### src/rtl/rld_pkg.sv
package rld_pkg;

  localparam int RATE_CODE_W = 4;
  localparam int PCM_RATES   = 9;
  localparam int DSD_RATES   = 4;

  typedef logic [RATE_CODE_W-1:0] rate_code_t;
  typedef logic [63:0]            cnt64_t;

  localparam rate_code_t CODE_UNLOCKED  = 4'd0;
  localparam rate_code_t CODE_DSD_FIRST = 4'd10;

  // PCM frame rates in ascending order; index i maps to code i+1
  function automatic cnt64_t pcm_rate_hz(int idx);
    case (idx)
      0:       return 64'd32000;
      1:       return 64'd44100;
      2:       return 64'd48000;
      3:       return 64'd88200;
      4:       return 64'd96000;
      5:       return 64'd176400;
      6:       return 64'd192000;
      7:       return 64'd352800;
      default: return 64'd384000;
    endcase
  endfunction

  // DSD bit rates in ascending order; index j maps to code 10+j
  function automatic cnt64_t dsd_rate_hz(int idx);
    case (idx)
      0:       return 64'd2822400;
      1:       return 64'd3072000;
      2:       return 64'd5644800;
      default: return 64'd6144000;
    endcase
  endfunction

  function automatic cnt64_t nominal_count(cnt64_t ref_hz, cnt64_t periods, cnt64_t rate_hz);
    return (ref_hz * periods + rate_hz / 2) / rate_hz;
  endfunction

  function automatic cnt64_t low_bound(cnt64_t nom, cnt64_t tol_pct);
    return (nom * (64'd100 - tol_pct) + 64'd99) / 64'd100;
  endfunction

  function automatic cnt64_t high_bound(cnt64_t nom, cnt64_t tol_pct);
    return (nom * (64'd100 + tol_pct)) / 64'd100;
  endfunction

  // Longest accepted window plus one: a run reaching it can match nothing
  function automatic cnt64_t timeout_count(cnt64_t ref_hz, cnt64_t pcm_per,
                                           cnt64_t dsd_per, cnt64_t tol_pct);
    cnt64_t a;
    cnt64_t b;
    a = high_bound(nominal_count(ref_hz, pcm_per, pcm_rate_hz(0)), tol_pct);
    b = high_bound(nominal_count(ref_hz, dsd_per, dsd_rate_hz(0)), tol_pct);
    return ((a > b) ? a : b) + 64'd1;
  endfunction

endpackage

### src/rtl/rld_sync.sv
module rld_sync #(
  parameter int   STAGES  = 2,
  parameter logic RST_VAL = 1'b0
) (
  input  logic clk,
  input  logic rst_n,
  input  logic d_i,
  output logic q_o
);

  logic [STAGES-1:0] chain_q;
  logic [STAGES-1:0] chain_d;

  always_comb begin
    chain_d = {chain_q[STAGES-2:0], d_i};
  end

  always_ff @(posedge clk or negedge rst_n) begin
    if (!rst_n) chain_q <= {STAGES{RST_VAL}};
    else        chain_q <= chain_d;
  end

  assign q_o = chain_q[STAGES-1];

endmodule

### src/rtl/rld_edge_detect.sv
module rld_edge_detect #(
  parameter int STAGES = 2
) (
  input  logic clk,
  input  logic rst_n,
  input  logic sig_i,
  output logic rise_o
);

  logic level;
  logic prev_q;

  rld_sync #(.STAGES(STAGES), .RST_VAL(1'b0)) u_sync (
    .clk   (clk),
    .rst_n (rst_n),
    .d_i   (sig_i),
    .q_o   (level)
  );

  always_ff @(posedge clk or negedge rst_n) begin
    if (!rst_n) prev_q <= 1'b0;
    else        prev_q <= level;
  end

  assign rise_o = level & ~prev_q;

endmodule

### src/rtl/rld_period_counter.sv
module rld_period_counter #(
  parameter int PCM_PERIODS = 16,
  parameter int DSD_PERIODS = 512,
  parameter int LIMIT       = 12534,
  parameter int CNT_W       = 14
) (
  input  logic             clk,
  input  logic             rst_n,
  input  logic             rise_i,
  input  logic             hold_i,
  input  logic             dsd_i,
  output logic             meas_valid_o,
  output logic             meas_timeout_o,
  output logic [CNT_W-1:0] meas_cnt_o
);

  localparam int MAX_PER = (PCM_PERIODS > DSD_PERIODS) ? PCM_PERIODS : DSD_PERIODS;
  localparam int EDG_W   = $clog2(MAX_PER + 1);
  localparam logic [CNT_W-1:0] LIMIT_C    = CNT_W'(LIMIT);
  localparam logic [EDG_W-1:0] LAST_PCM_C = EDG_W'(PCM_PERIODS - 1);
  localparam logic [EDG_W-1:0] LAST_DSD_C = EDG_W'(DSD_PERIODS - 1);

  logic             run_q,  run_d;
  logic             mode_q;
  logic [CNT_W-1:0] cyc_q,  cyc_d;
  logic [EDG_W-1:0] edg_q,  edg_d;
  logic [EDG_W-1:0] last_edg;
  logic             mode_chg;

  assign last_edg = dsd_i ? LAST_DSD_C : LAST_PCM_C;
  assign mode_chg = dsd_i ^ mode_q;

  always_comb begin
    run_d          = run_q;
    cyc_d          = cyc_q;
    edg_d          = edg_q;
    meas_valid_o   = 1'b0;
    meas_timeout_o = 1'b0;
    meas_cnt_o     = cyc_q + 1'b1;
    if (hold_i || mode_chg) begin
      run_d = 1'b0;
      cyc_d = '0;
      edg_d = '0;
    end else if (!run_q) begin
      if (rise_i) begin
        run_d = 1'b1;
        cyc_d = '0;
        edg_d = '0;
      end
    end else if (rise_i && (edg_q == last_edg)) begin
      meas_valid_o = 1'b1;
      cyc_d        = '0;
      edg_d        = '0;
    end else if (cyc_q == LIMIT_C) begin
      meas_valid_o   = 1'b1;
      meas_timeout_o = 1'b1;
      run_d          = 1'b0;
      cyc_d          = '0;
      edg_d          = '0;
    end else begin
      cyc_d = cyc_q + 1'b1;
      if (rise_i) edg_d = edg_q + 1'b1;
    end
  end

  always_ff @(posedge clk or negedge rst_n) begin
    if (!rst_n) begin
      run_q  <= 1'b0;
      mode_q <= 1'b0;
      cyc_q  <= '0;
      edg_q  <= '0;
    end else begin
      run_q  <= run_d;
      mode_q <= dsd_i;
      cyc_q  <= cyc_d;
      edg_q  <= edg_d;
    end
  end

  // a timed-out window returns the counter to idle
  p_timeout_idles_r9: assert property (@(posedge clk) disable iff (!rst_n)
    meas_timeout_o |=> !run_q);
  // the window counter never runs past its limit
  p_cycle_bound_r9: assert property (@(posedge clk) disable iff (!rst_n)
    run_q |-> (cyc_q <= LIMIT_C));
  // no measurement completes while held off
  p_hold_no_meas_r8: assert property (@(posedge clk) disable iff (!rst_n)
    hold_i |-> !meas_valid_o);

endmodule

### src/rtl/rld_rate_classify.sv
module rld_rate_classify
  import rld_pkg::*;
#(
  parameter int REF_HZ      = 24576000,
  parameter int PCM_PERIODS = 16,
  parameter int DSD_PERIODS = 512,
  parameter int TOL_PCT     = 2,
  parameter int CNT_W       = 14
) (
  input  logic [CNT_W-1:0] cnt_i,
  input  logic             timeout_i,
  input  logic             dsd_i,
  output rate_code_t       code_o
);

  cnt64_t               cnt_wide;
  logic [PCM_RATES-1:0] pcm_hit;
  logic [DSD_RATES-1:0] dsd_hit;

  assign cnt_wide = cnt64_t'(cnt_i);

  for (genvar gi = 0; gi < PCM_RATES; gi++) begin : g_pcm
    localparam cnt64_t NOM = nominal_count(cnt64_t'(REF_HZ), cnt64_t'(PCM_PERIODS), pcm_rate_hz(gi));
    localparam cnt64_t LO  = low_bound(NOM, cnt64_t'(TOL_PCT));
    localparam cnt64_t HI  = high_bound(NOM, cnt64_t'(TOL_PCT));
    assign pcm_hit[gi] = (cnt_wide >= LO) && (cnt_wide <= HI);
  end

  for (genvar gj = 0; gj < DSD_RATES; gj++) begin : g_dsd
    localparam cnt64_t NOM = nominal_count(cnt64_t'(REF_HZ), cnt64_t'(DSD_PERIODS), dsd_rate_hz(gj));
    localparam cnt64_t LO  = low_bound(NOM, cnt64_t'(TOL_PCT));
    localparam cnt64_t HI  = high_bound(NOM, cnt64_t'(TOL_PCT));
    assign dsd_hit[gj] = (cnt_wide >= LO) && (cnt_wide <= HI);
  end

  always_comb begin
    code_o = CODE_UNLOCKED;
    if (!timeout_i) begin
      if (dsd_i) begin
        for (int j = 0; j < DSD_RATES; j++) begin
          if (dsd_hit[j]) code_o = CODE_DSD_FIRST + rate_code_t'(j);
        end
      end else begin
        for (int i = 0; i < PCM_RATES; i++) begin
          if (pcm_hit[i]) code_o = rate_code_t'(i + 1);
        end
      end
    end
  end

endmodule

### src/rtl/rld_lock_fsm.sv
module rld_lock_fsm
  import rld_pkg::*;
(
  input  logic       clk,
  input  logic       rst_n,
  input  logic       meas_valid_i,
  input  rate_code_t code_i,
  input  logic       bad_i,
  output logic       lock_o,
  output rate_code_t code_o,
  output logic       irq_n_o
);

  logic       lock_q, lock_d;
  rate_code_t code_q, code_d;
  rate_code_t cand_q, cand_d;
  logic       irq_n_q, irq_n_d;

  always_comb begin
    lock_d  = lock_q;
    code_d  = code_q;
    cand_d  = cand_q;
    if (bad_i) begin
      lock_d = 1'b0;
      code_d = CODE_UNLOCKED;
      cand_d = CODE_UNLOCKED;
    end else if (meas_valid_i) begin
      if (code_i == CODE_UNLOCKED) begin
        lock_d = 1'b0;
        code_d = CODE_UNLOCKED;
        cand_d = CODE_UNLOCKED;
      end else if (lock_q && (code_i == code_q)) begin
        lock_d = 1'b1;
      end else if (code_i == cand_q) begin
        lock_d = 1'b1;
        code_d = code_i;
      end else begin
        lock_d = 1'b0;
        code_d = CODE_UNLOCKED;
        cand_d = code_i;
      end
    end
  end

  always_comb begin
    irq_n_d = irq_n_q;
    if (lock_d && !lock_q)      irq_n_d = 1'b1;
    else if (!lock_d && lock_q) irq_n_d = 1'b0;
  end

  always_ff @(posedge clk or negedge rst_n) begin
    if (!rst_n) begin
      lock_q  <= 1'b0;
      code_q  <= CODE_UNLOCKED;
      cand_q  <= CODE_UNLOCKED;
      irq_n_q <= 1'b1;
    end else begin
      lock_q  <= lock_d;
      code_q  <= code_d;
      cand_q  <= cand_d;
      irq_n_q <= irq_n_d;
    end
  end

  assign lock_o  = lock_q;
  assign code_o  = code_q;
  assign irq_n_o = irq_n_q;

  p_code_vs_lock_r11: assert property (@(posedge clk) disable iff (!rst_n)
    lock_q == (code_q != CODE_UNLOCKED));
  p_irq_high_locked_r10: assert property (@(posedge clk) disable iff (!rst_n)
    lock_q |-> irq_n_q);
  p_irq_on_loss_r10: assert property (@(posedge clk) disable iff (!rst_n)
    $fell(lock_q) |-> !irq_n_q);
  p_holdoff_r8: assert property (@(posedge clk) disable iff (!rst_n)
    bad_i |=> !lock_q);
  p_reject_unlocks_r4: assert property (@(posedge clk) disable iff (!rst_n)
    (meas_valid_i && (code_i == CODE_UNLOCKED)) |=> !lock_q);
  p_lock_from_meas_r6: assert property (@(posedge clk) disable iff (!rst_n)
    $rose(lock_q) |-> $past(meas_valid_i));

endmodule

### src/rtl/rate_lock_detect.sv
module rate_lock_detect
  import rld_pkg::*;
#(
  parameter int REF_HZ      = 24576000,
  parameter int PCM_PERIODS = 16,
  parameter int DSD_PERIODS = 512,
  parameter int TOL_PCT     = 2,
  parameter int SYNC_STAGES = 2
) (
  input  logic       clk_ref,
  input  logic       rst_n,
  input  logic       rate_clk_i,
  input  logic       dsd_mode_i,
  input  logic       valid_n_i,
  output logic [3:0] rate_code_o,
  output logic       locked_o,
  output logic       irq_n_o
);

  localparam int LIMIT = int'(timeout_count(cnt64_t'(REF_HZ), cnt64_t'(PCM_PERIODS),
                                            cnt64_t'(DSD_PERIODS), cnt64_t'(TOL_PCT)));
  localparam int CNT_W = $clog2(LIMIT + 2);

  logic             rise;
  logic             bad;
  logic             meas_valid;
  logic             meas_timeout;
  logic [CNT_W-1:0] meas_cnt;
  rate_code_t       meas_code;
  rate_code_t       lock_code;

  rld_edge_detect #(.STAGES(SYNC_STAGES)) u_edge (
    .clk    (clk_ref),
    .rst_n  (rst_n),
    .sig_i  (rate_clk_i),
    .rise_o (rise)
  );

  rld_sync #(.STAGES(SYNC_STAGES), .RST_VAL(1'b1)) u_valid_sync (
    .clk   (clk_ref),
    .rst_n (rst_n),
    .d_i   (valid_n_i),
    .q_o   (bad)
  );

  rld_period_counter #(
    .PCM_PERIODS (PCM_PERIODS),
    .DSD_PERIODS (DSD_PERIODS),
    .LIMIT       (LIMIT),
    .CNT_W       (CNT_W)
  ) u_counter (
    .clk            (clk_ref),
    .rst_n          (rst_n),
    .rise_i         (rise),
    .hold_i         (bad),
    .dsd_i          (dsd_mode_i),
    .meas_valid_o   (meas_valid),
    .meas_timeout_o (meas_timeout),
    .meas_cnt_o     (meas_cnt)
  );

  rld_rate_classify #(
    .REF_HZ      (REF_HZ),
    .PCM_PERIODS (PCM_PERIODS),
    .DSD_PERIODS (DSD_PERIODS),
    .TOL_PCT     (TOL_PCT),
    .CNT_W       (CNT_W)
  ) u_classify (
    .cnt_i     (meas_cnt),
    .timeout_i (meas_timeout),
    .dsd_i     (dsd_mode_i),
    .code_o    (meas_code)
  );

  rld_lock_fsm u_lock (
    .clk          (clk_ref),
    .rst_n        (rst_n),
    .meas_valid_i (meas_valid),
    .code_i       (meas_code),
    .bad_i        (bad),
    .lock_o       (locked_o),
    .code_o       (lock_code),
    .irq_n_o      (irq_n_o)
  );

  assign rate_code_o = lock_code;

endmodule

### config.mk
export PLATFORM = sky130hd
export DESIGN_NAME = rate_lock_detect
export DESIGN_NICKNAME = d
export VERILOG_FILES = /design/src/rtl/rld_pkg.sv /design/src/rtl/rld_sync.sv /design/src/rtl/rld_edge_detect.sv /design/src/rtl/rld_period_counter.sv /design/src/rtl/rld_rate_classify.sv /design/src/rtl/rld_lock_fsm.sv /design/src/rtl/rate_lock_detect.sv
export SDC_FILE = /design/constraint.sdc
export NUM_CORES = 1
export LEC_CHECK = 0
export ABC_AREA = 1
export BUFFER_PORTS_ARGS = -buffer_cell sky130_fd_sc_hd__buf_4
export CAP_MARGIN = 10
export CORE_MARGIN = 2
export CORE_UTILIZATION = 63
export DETAILED_ROUTE_END_ITERATION = 10
export PLACE_DENSITY = 0.78
export SYNTH_ARGS = -nofsm -noshare
export SYNTH_HDL_FRONTEND = slang
export SYNTH_HIERARCHICAL = 1
export SYNTH_SLANG_ARGS = --single-unit
export TNS_END_PERCENT = 10
### constraint.sdc
create_clock -name clk_ref -period 5.05 [get_ports clk_ref]
set_clock_uncertainty 0.2 [all_clocks]
set_input_delay 1.01 -clock clk_ref [delete_from_list [all_inputs] [get_ports clk_ref]]
set_output_delay 1.01 -clock clk_ref [all_outputs]
set_load 0.1 [all_outputs]
==> run metrics <==
status=complete, no violations; Seq pwr share=51.7%; Syn Area/Cell=6.21 um^2; clock transition at the registers of the reported paths=90 ps; fmax=236 MHz; crit path DAT=4260 ps; Worst Max-Slew Pin Slew=825 ps; Max H-tree Level=2; CTS resizes=0; FF+latch count, synth=41; Avg WL per Cell=13.3 um; crit path time final=4230 ps; Final period util=83.7%; Reg area=1030 um^2; Clock Tree Root=clkbuf_8; Post-Syn Nets=580; commonest non-fill, non-tap cell in the layout=nand2_1; GR Overflow Total=0; combinational share of power=7.0%; DR vias=3604; power density cells=172 nW/um^2; vias per cell=5.51; First-pass DRT Iterations=5; largest net degree at the start of global routing=42; setup tns final=0 ps; die height=79.0 um; core area=5470 um^2; cts hold-fix bufs=0; die area=6240 um^2; placement row count=27; GP Congestion=0.989; post-detail-place hpwl=6600 um; number of synthesized flops with an enable pin=0; port bufs=10; worst endpoint required time=5080 ps; Diodes inserted=0; I/O pin total=11; global-route wire length before repair=15000 um; DRC viols=0; clk sink count=41; Static Leak=0.00197 uW; total of warnings raised by yosys=6; CP endpoint kind=flip-flop; Slew headroom=44.8%; area occupied by multi-input gates=2140 um^2; Min-Delay Path Class=reg -> reg; Final Setup Violations=0; clock power share=41.3%; Max clock buf depth=2; ANT nets after route=0; most frequent cells in the layout=199 x nand2_1, 77 x nor2_1, 73 x inv_1; unrepaired setup endpoints after global routing=false; CTS tree=yes; internal power=492 uW; synthesis-to-layout area growth=6.32%; CTS Buf Count=5; Worst-Skew Late Latency=300 ps; Critical Path Start Type=flip-flop; sequential-to-total area share from yosys stat=29.1%; max_cap viols=0; initial antenna violation count=0; initial drt markers=319; WS Path Type=reg -> reg; Fin. Hold Viols=0; Total GRT Usage=29.9%; Post CTS Setup Buffer Count=0; Switching Share=24.0%; post-synthesis instance area=3540 um^2; VDD IR-drop max=0.000160 V; Starting Density=64.8%; Post-Synthesis Cells=571; layout cells sized above 1=13.6%; final worst slack=822 ps; ys flop type=dfrtp_1; Slew Viols, Final=0; die width=79.0 um; asr flop ratio synth=100%; Setup WS pre-CTS=888 ps; critical path peak fanout=6; Post-Route WL=8680 um; Sw Pwr=155 uW; Synth cell types=37; vias in the first global route=3403; # fillers=492; Post-layout nets=590
## synth_stat cells (2+ instances only)
library cell | n | area (um^2)
a21oi_1 | 11 | 55.1
a21oi_2 | 2 | 17.5
and2_1 | 2 | 12.5
buf_2 | 4 | 20.0
buf_6 | 3 | 33.8
dfrtp_1 | 38 | 951
dfstp_2 | 3 | 78.8
ha_1 | 4 | 50.1
inv_1 | 73 | 274
inv_2 | 10 | 37.5
nand2_1 | 199 | 747
nand2_2 | 10 | 62.6
nand2_4 | 4 | 45.0
nand3_1 | 53 | 265
nand3_2 | 4 | 40.0
nand3_4 | 2 | 35.0
nand4_1 | 9 | 56.3
nor2_1 | 77 | 289
nor2_2 | 9 | 56.3
nor2_4 | 9 | 101
nor3_1 | 4 | 20.0
o21a_1 | 2 | 15.0
o21ai_0 | 8 | 40.0
o21ai_1 | 5 | 25.0
o22ai_1 | 6 | 37.5
xnor2_1 | 2 | 17.5
xor2_1 | 8 | 70.1
## state kept, by name, indices dropped and copies added, names as in the netlist
signal,cells
u_counter/cyc_q,14
u_counter/edg_q,10
u_valid_sync/chain_q,2
u_counter/mode_q,1
u_lock/irq_n_o,1
u_edge/u_sync/chain_q,2
u_lock/cand_q,4
u_lock/code_o,4
u_edge/prev_q,1
u_lock/lock_o,1
u_counter/run_q,1
## path summary, 6_finish.rpt
kind	startpoint	endpoint	slack, ps	cells after the start
worst min-delay path	u_valid_sync/chain_q[0]	u_valid_sync/chain_q[1]	150	0
min in group asynchronous	rst_n	u_counter/cyc_q[0]	490	1
max in group asynchronous	rst_n	u_valid_sync/chain_q[0]	3780	1
worst min register to register	u_valid_sync/chain_q[0]	u_valid_sync/chain_q[1]	150	0
worst max register to register	u_counter/cyc_q[1]	u_lock/irq_n_o	820	25
worst max-delay path	u_counter/cyc_q[1]	u_lock/irq_n_o	820	25
## critical path, stage by stage (launching register included)
cell	delay (ps)
dfrtp_1	430
ha_1	230
nand2_2	80
nor2_4	150
nand3_2	140
xor2_1	440
inv_1	180
nand2_1	190
nor2_1	90
a21oi_1	150
nand2_1	80
nand2_1	80
nand2_1	70
nand2_1	80
nor2_1	50
nor2_1	250
inv_2	90
nand2_2	70
nand2_2	60
nor2_4	120
nand3_4	100
nand2_4	110
nand2_4	60
a21oi_2	140
ha_1	250
mux2_2	280
## cell type report
type | instances | area share (%)
Multi-Input combinational cell | 438 | 56.7
Inverter | 85 | 8.57
Sequential cell | 41 | 27.3
Clock inverter | 3 | 1.16
Timing Repair Buffer | 10 | 1.99
Clock buffer | 5 | 1.83
Tap cell | 72 | 2.39
## layer usage
layer  vias to the layer above  share of wire [%]  wire (um)  GRT usage, %
met5                         -                  0          0             0
met4                         0                2.1        179          10.2
met3                        19                6.7        579          5.45
met2                       160                 47       4110          49.2
li1                       1792                  -          -             -
met1                      1633                 44       3820          39.8
## cells by family (layout without fill, tap and decap cells)
group,Yosys count,after routing,synth area share (%)
AND/OR/NAND/NOR,386,386,49.8
buffers and inverters,92,103,10.6
flip-flops,41,41,29.1
AO/OA/AOI/OAI,36,36,5.82
XOR/XNOR,11,11,2.93
adder cells (fa/ha/maj),4,4,1.41
multiplexers,1,1,0.318
## power groups by stage
| stage | clock (uW) | sequential (uW) | combinational (uW) |
|---|---|---|---|
| final | 267 | 335 | 45.2 |
| after global routing | 288 | 335 | 51.1 |
| after CTS | 278 | 335 | 45.1 |
| after detailed placement | 0 | 341 | 45.0 |
| after global placement | 0 | 341 | 44.7 |
| after floorplan | 0 | 340 | 30.0 |
## stage by stage
stage	hold WS (ps)	area [um^2]	total power [uW]	utilization, %	instances
after floorplan	131	3540	370	-	571
after global placement	136	3660	386	66.8	646
after detailed placement	142	3660	386	66.8	646
after CTS	158	3770	658	68.9	654
after global routing	153	3770	674	68.9	654
final	152	3770	647	68.9	654
No activity file was read; power rests on OpenSTA's default activity.
